`config.mk`:
```
export PLATFORM = sky130hd
export DESIGN_NAME = lps_top
export DESIGN_NICKNAME = d
export VERILOG_FILES = /design/src/rtl/lps_pkg.sv /design/src/rtl/lps_cmd_dec.sv /design/src/rtl/lps_req_bank.sv /design/src/rtl/lps_frame_stage.sv /design/src/rtl/lps_top.sv
export SDC_FILE = /design/constraint.sdc
export NUM_CORES = 1
export LEC_CHECK = 0
export ABC_AREA = 1
export BUFFER_PORTS_ARGS = -buffer_cell sky130_fd_sc_hd__buf_2
export CORE_AREA = 5 5 42 44
export CTS_CLUSTER_DIAMETER = 30
export DETAILED_ROUTE_END_ITERATION = 7
export DIE_AREA = 0 0 47 49
export GPL_ROUTABILITY_DRIVEN = 0
export SLEW_MARGIN = 5
export SYNTH_ARGS = -nofsm -noshare
export SYNTH_HDL_FRONTEND = slang
export SYNTH_SLANG_ARGS = --single-unit
```
`constraint.sdc`:
```
create_clock -name clk -period 1.6 [get_ports clk]
set_clock_uncertainty 0.05 [all_clocks]
set_input_delay 0.32 -clock clk [delete_from_list [all_inputs] [get_ports clk]]
set_output_delay 0.32 -clock clk [all_outputs]
set_load 0.01 [all_outputs]
```
`src/rtl/lps_pkg.sv`:
```
package lps_pkg;

    localparam int STAGES = 4;

    localparam int IDX_PCLK = 0;
    localparam int IDX_SYNC = 1;
    localparam int IDX_DISP = 2;
    localparam int IDX_PWM  = 3;

    typedef struct packed {
        logic pwm;
        logic disp;
        logic sync;
        logic pclk;
    } stage_vec_t;

    typedef enum logic {
        CMD_ON  = 1'b0,
        CMD_OFF = 1'b1
    } cmd_kind_e;

    function automatic stage_vec_t pack_stages(input logic pclk, input logic sync,
                                               input logic disp, input logic pwm);
        stage_vec_t v;
        v.pclk = pclk;
        v.sync = sync;
        v.disp = disp;
        v.pwm  = pwm;
        return v;
    endfunction

endpackage

```
`src/rtl/lps_cmd_dec.sv`:
```
module lps_cmd_dec
    import lps_pkg::*;
#(
    parameter int W = STAGES
) (
    input  logic         we_i,
    input  cmd_kind_e    kind_i,
    input  logic [W-1:0] data_i,
    output logic [W-1:0] set_o,
    output logic [W-1:0] clr_o
);

    for (genvar i = 0; i < W; i++) begin : g_bit
        assign set_o[i] = we_i && (kind_i == CMD_ON)  && data_i[i];
        assign clr_o[i] = we_i && (kind_i == CMD_OFF) && data_i[i];
    end

endmodule

```
`src/rtl/lps_req_bank.sv`:
```
module lps_req_bank #(
    parameter int W = 4
) (
    input  logic         clk,
    input  logic         rst,
    input  logic [W-1:0] set_i,
    input  logic [W-1:0] clr_i,
    output logic [W-1:0] req_o
);

    for (genvar i = 0; i < W; i++) begin : g_req
        always_ff @(posedge clk) begin
            if (rst)           req_o[i] <= 1'b0;
            else if (set_i[i]) req_o[i] <= 1'b1;
            else if (clr_i[i]) req_o[i] <= 1'b0;
        end


        set_takes_chk: assert property (@(posedge clk) disable iff (rst)
            set_i[i] |=> req_o[i]);

        clr_takes_chk: assert property (@(posedge clk) disable iff (rst)
            (clr_i[i] && !set_i[i]) |=> !req_o[i]);

        idle_hold_chk: assert property (@(posedge clk) disable iff (rst)
            (!set_i[i] && !clr_i[i]) |=> $stable(req_o[i]));
    end

endmodule

```
`src/rtl/lps_frame_stage.sv`:
```
module lps_frame_stage #(
    parameter int GUARD_FRAMES = 1
) (
    input  logic clk,
    input  logic rst,
    input  logic frame_start,
    input  logic clk_on,
    input  logic sync_req,
    input  logic disp_req,
    output logic sync_on,
    output logic disp_on
);

    localparam int CW = $clog2(GUARD_FRAMES + 2);

    logic [CW-1:0] gcnt, gcnt_nx;
    logic [CW:0]   gcnt_inc;
    logic          guard_ok, sync_nx, disp_nx;

    always_comb begin
        gcnt_inc = {1'b0, gcnt} + 1'b1;
        guard_ok = frame_start && sync_on && (gcnt_inc >= (CW+1)'(GUARD_FRAMES));

        if (!clk_on)          sync_nx = 1'b0;
        else if (frame_start) sync_nx = sync_req;
        else                  sync_nx = sync_on;

        if (!sync_nx)         disp_nx = 1'b0;
        else if (frame_start) disp_nx = disp_req && (disp_on || guard_ok);
        else                  disp_nx = disp_on;

        if (!sync_nx)
            gcnt_nx = '0;
        else if (frame_start && sync_on && (gcnt < CW'(GUARD_FRAMES)))
            gcnt_nx = gcnt_inc[CW-1:0];
        else
            gcnt_nx = gcnt;
    end

    always_ff @(posedge clk) begin
        if (rst) begin
            sync_on <= 1'b0;
            disp_on <= 1'b0;
            gcnt    <= '0;
        end else begin
            sync_on <= sync_nx;
            disp_on <= disp_nx;
            gcnt    <= gcnt_nx;
        end
    end


    sync_rise_chk: assert property (@(posedge clk) disable iff (rst)
        $rose(sync_on) |-> ($past(frame_start) && $past(clk_on) && $past(sync_req)));

    disp_rise_chk: assert property (@(posedge clk) disable iff (rst)
        $rose(disp_on) |-> ($past(frame_start) && $past(sync_on) && $past(disp_req)));

    clk_off_chk: assert property (@(posedge clk) disable iff (rst)
        !clk_on |=> (!sync_on && !disp_on));

    sync_fall_chk: assert property (@(posedge clk) disable iff (rst)
        ($fell(sync_on) && $past(clk_on)) |-> $past(frame_start));

endmodule

```
`src/rtl/lps_top.sv`:
```
module lps_top
    import lps_pkg::*;
#(
    parameter int GUARD_FRAMES = 1
) (
    input  logic              clk,
    input  logic              rst,
    input  logic              cmd_we,
    input  logic              cmd_off,
    input  logic [STAGES-1:0] cmd_data,
    input  logic              frame_start,
    output logic [STAGES-1:0] stat_rd,
    output logic              pclk_en,
    output logic              sync_en,
    output logic              disp_en,
    output logic              pwm_en
);

    logic [STAGES-1:0] set_v, clr_v, req_v;
    logic              sync_on, disp_on;
    stage_vec_t        status;
    cmd_kind_e         kind;

    assign kind = cmd_off ? CMD_OFF : CMD_ON;

    lps_cmd_dec #(.W(STAGES)) u_dec (
        .we_i   (cmd_we),
        .kind_i (kind),
        .data_i (cmd_data),
        .set_o  (set_v),
        .clr_o  (clr_v)
    );

    lps_req_bank #(.W(STAGES)) u_req (
        .clk   (clk),
        .rst   (rst),
        .set_i (set_v),
        .clr_i (clr_v),
        .req_o (req_v)
    );

    lps_frame_stage #(.GUARD_FRAMES(GUARD_FRAMES)) u_frame (
        .clk         (clk),
        .rst         (rst),
        .frame_start (frame_start),
        .clk_on      (req_v[IDX_PCLK]),
        .sync_req    (req_v[IDX_SYNC]),
        .disp_req    (req_v[IDX_DISP]),
        .sync_on     (sync_on),
        .disp_on     (disp_on)
    );

    assign status  = pack_stages(req_v[IDX_PCLK], sync_on, disp_on, req_v[IDX_PWM]);
    assign stat_rd = status;
    assign pclk_en = status.pclk;
    assign sync_en = status.sync;
    assign disp_en = status.disp;
    assign pwm_en  = status.pwm;


    reset_clear_chk: assert property (@(posedge clk)
        rst |=> (stat_rd == '0));

    disp_needs_sync_chk: assert property (@(posedge clk) disable iff (rst)
        disp_en |-> sync_en);

    sync_needs_req_chk: assert property (@(posedge clk) disable iff (rst)
        ($rose(sync_en)) |-> $past(pclk_en));

endmodule

```
==> reports/metrics.cfg <==
[outcome]
outcome = finished, final reports clean

[synth]
synth_seq_area_share_pct = 43.05
yosys.cell_types.count = 9
avgSynthCellArea_um2 = 6.975
synth_fp_nets = 49
yosys.area.top_type = dfxtp_1
synth_warnings = 0
synth_cells = 40
netlist_top_cells_area = dfxtp_1 (43%), nand2_1 (17%), buf_4 (11%), a21oi_1 (9.0%), inv_1 (8.1%)
synth_top_area_share_pct = 43.05
synth_seq_cells = 6
synth_area_um2 = 279.0

[setup_path]
worstSetupPathType = reg2out
cp_max_fo = 4
reg2reg_depth = 4
worstPathRequired_ns = 1.23
start_kind = register
crit_path_end_kind = output pin
max_stage_delay_ns = 0.36
r2r_end = u_frame.disp_on$_SDFFE_PP0P_
path_delay_family = flip-flops
r2r_setup_slack_ns = 0.85
worstPathCellList = buf_2
slowest_stage = dfxtp_1
arrival_ns = 0.75
r2r-start = u_frame.sync_on$_SDFF_PP0_
critPathBufInv = 1

[global_route]
grt_pass1_vias = 237
grt_pass1_wl_um = 903
grt_max_degree = 8
overflow = 0
antenna_found_initial = 0
grt_use_total_pct = 5.857

[final_layout]
stdcell_area_um2 = 371.6
syn_to_final_growth_pct = 33.18
final_cells = 71
nNetsFinal = 66
layout_common_cells = buf_2 (16), nand2_1 (13), inv_1 (6), dfxtp_1 (6), a21oi_1 (5)
drive_above_1_share_pct = 38.18
diodes = 0
final_common_cell = buf_2

[detailed_routing]
viasPerCell = 3.930
vias = 279
postRouteAntennaNets = 0
drc_errors = 0
wl_um = 633
dr.first_iter.drc_count = 0
firstDrtPassIters = 1
wl_per_cell_um = 8.915

[sta]
finalHoldViolCount = 0
relSlewSlack_pct = 85.59
period_minus_slack_ns = 1.116
tightest_slew_ns = 0.2139
max_freq_mhz = 896.0
period_share_pct = 69.76
finalSetupViolCount = 0
drv_slew = 0
finalSetupTns_ns = 0
rsz0062_at_grt = false

[power]
clkPwrFrac_pct = 41.5
swShare_pct = 24.18
power_density_nw_per_um2 = 919.2
power_switching_mw = 0.08258
p_int_mw = 0.2590
combPwrFrac_pct = 11.8
p_leak_nw = 0.2132
vdd_drop_max_v = 0.0002058
p_seq_share_pct = 46.7

[clock_network]
cts_post_setup_buffers_inserted = 0
cts.path.max_buffers = 2
root_buffer = clkbuf_4
cts_resized = 0
cts_made_buffers = 3
cts_hold_buf = 0
cts.sinks = 6
clkSlewWorstSetupHoldPaths_ns = 0.05
cts_htree_levels = 1
clock_latency_ns = 0.24
tritoncts = done

[die]
fp.dieH_um = 49
io_pins = 17
initial_utilization_pct = 19.91
placementRows = 14
fp.dieArea_um2 = 2303
core-area_um2 = 1401
die_x_um = 47

[worst_hold_path]
min_from = rst
hold_end = u_req.req_o[2]$_SDFFE_PP0P_
worstHoldPathCells = 2
hp-class = in2reg

[placement]
placedCellCount = 68
placement.io_buffers = 16
dpl_cell_area_um2 = 349.1
hpwl_um = 525.7

[run]
cap_violations = 0

==> power by group through the flow <==
stage          Combinational, mW  Clock [mW]  Sequential (mW)
2_1_floorplan             0.0205           0            0.164
3_3_place_gp              0.0402           0            0.162
3_5_place_dp              0.0406           0            0.163
4_1_cts                   0.0409       0.146            0.160
5_1_grt                   0.0446       0.150            0.160
6_report                  0.0402       0.142            0.160
==> metrics by stage <==
step	utilization, %	power, mW	hold slack [ns]	setup WS (ns)
floorplan	-	0.1843	0.3391	0.7019
global placement	24.91	0.2025	0.3997	0.7175
detailed placement	24.91	0.2032	0.4045	0.6979
CTS	26.52	0.3469	0.2331	0.4765
global route	26.52	0.3549	0.2490	0.4538
finish	26.52	0.3416	0.2361	0.4839
==> cells in the mapped netlist (all sizes together) <==
library cell  count
a21oi             5
buf               4
dfxtp             6
inv               6
nand2            14
nand3             3
nor2              1
o21ai             1
==> logic make-up (layout without fill, tap and decap cells) <==
| group | Yosys count | count (layout) | share of synthesized area (%) |
|---|---|---|---|
| simple gates | 18 | 18 | 27.36 |
| compound gates | 6 | 6 | 10.76 |
| flops | 6 | 6 | 43.05 |
| buf+inv | 10 | 25 | 18.83 |
==> flip-flops by register name (all words and copies together) (netlist names) <==
| signal | count |
|---|---|
| u_frame.disp_on | 1 |
| u_frame.sync_on | 1 |
| u_req.req_o | 4 |
==> per-layer routing <==
layer | global-route usage, % | share of wire [%] | vias up
met2 | 7.240 | 49 | 9
met1 | 6.637 | 41 | 119
met5 | 0 | 0 | -
met3 | 3.321 | 10 | 0
li1 | - | - | 151
met4 | 5.530 | 0 | 0
==> worst max path at each step <==
stage	start	to	slack, ns	cells after the start
2_1_floorplan	u_frame.sync_on$_SDFF_PP0_	stat_rd[1]	0.70	1
3_3_place_gp	rst	u_frame.disp_on$_SDFFE_PP0P_	0.72	6
3_5_place_dp	rst	u_frame.disp_on$_SDFFE_PP0P_	0.70	6
4_1_cts	u_frame.sync_on$_SDFF_PP0_	stat_rd[1]	0.48	1
5_1_grt	u_frame.sync_on$_SDFF_PP0_	sync_en	0.45	1
6_report	u_frame.sync_on$_SDFF_PP0_	stat_rd[1]	0.48	1
==> layout make-up <==
type / instances / area [um^2]
fillers: 171 / 1030
multi-input cells: 24 / 106.4
inverters: 6 / 22.52
flip-flops and latches: 6 / 120.1
clock buffers: 3 / 22.52
repair buffers: 16 / 80.08
well taps: 16 / 20.02
No activity file was read; power rests on OpenSTA's default activity.
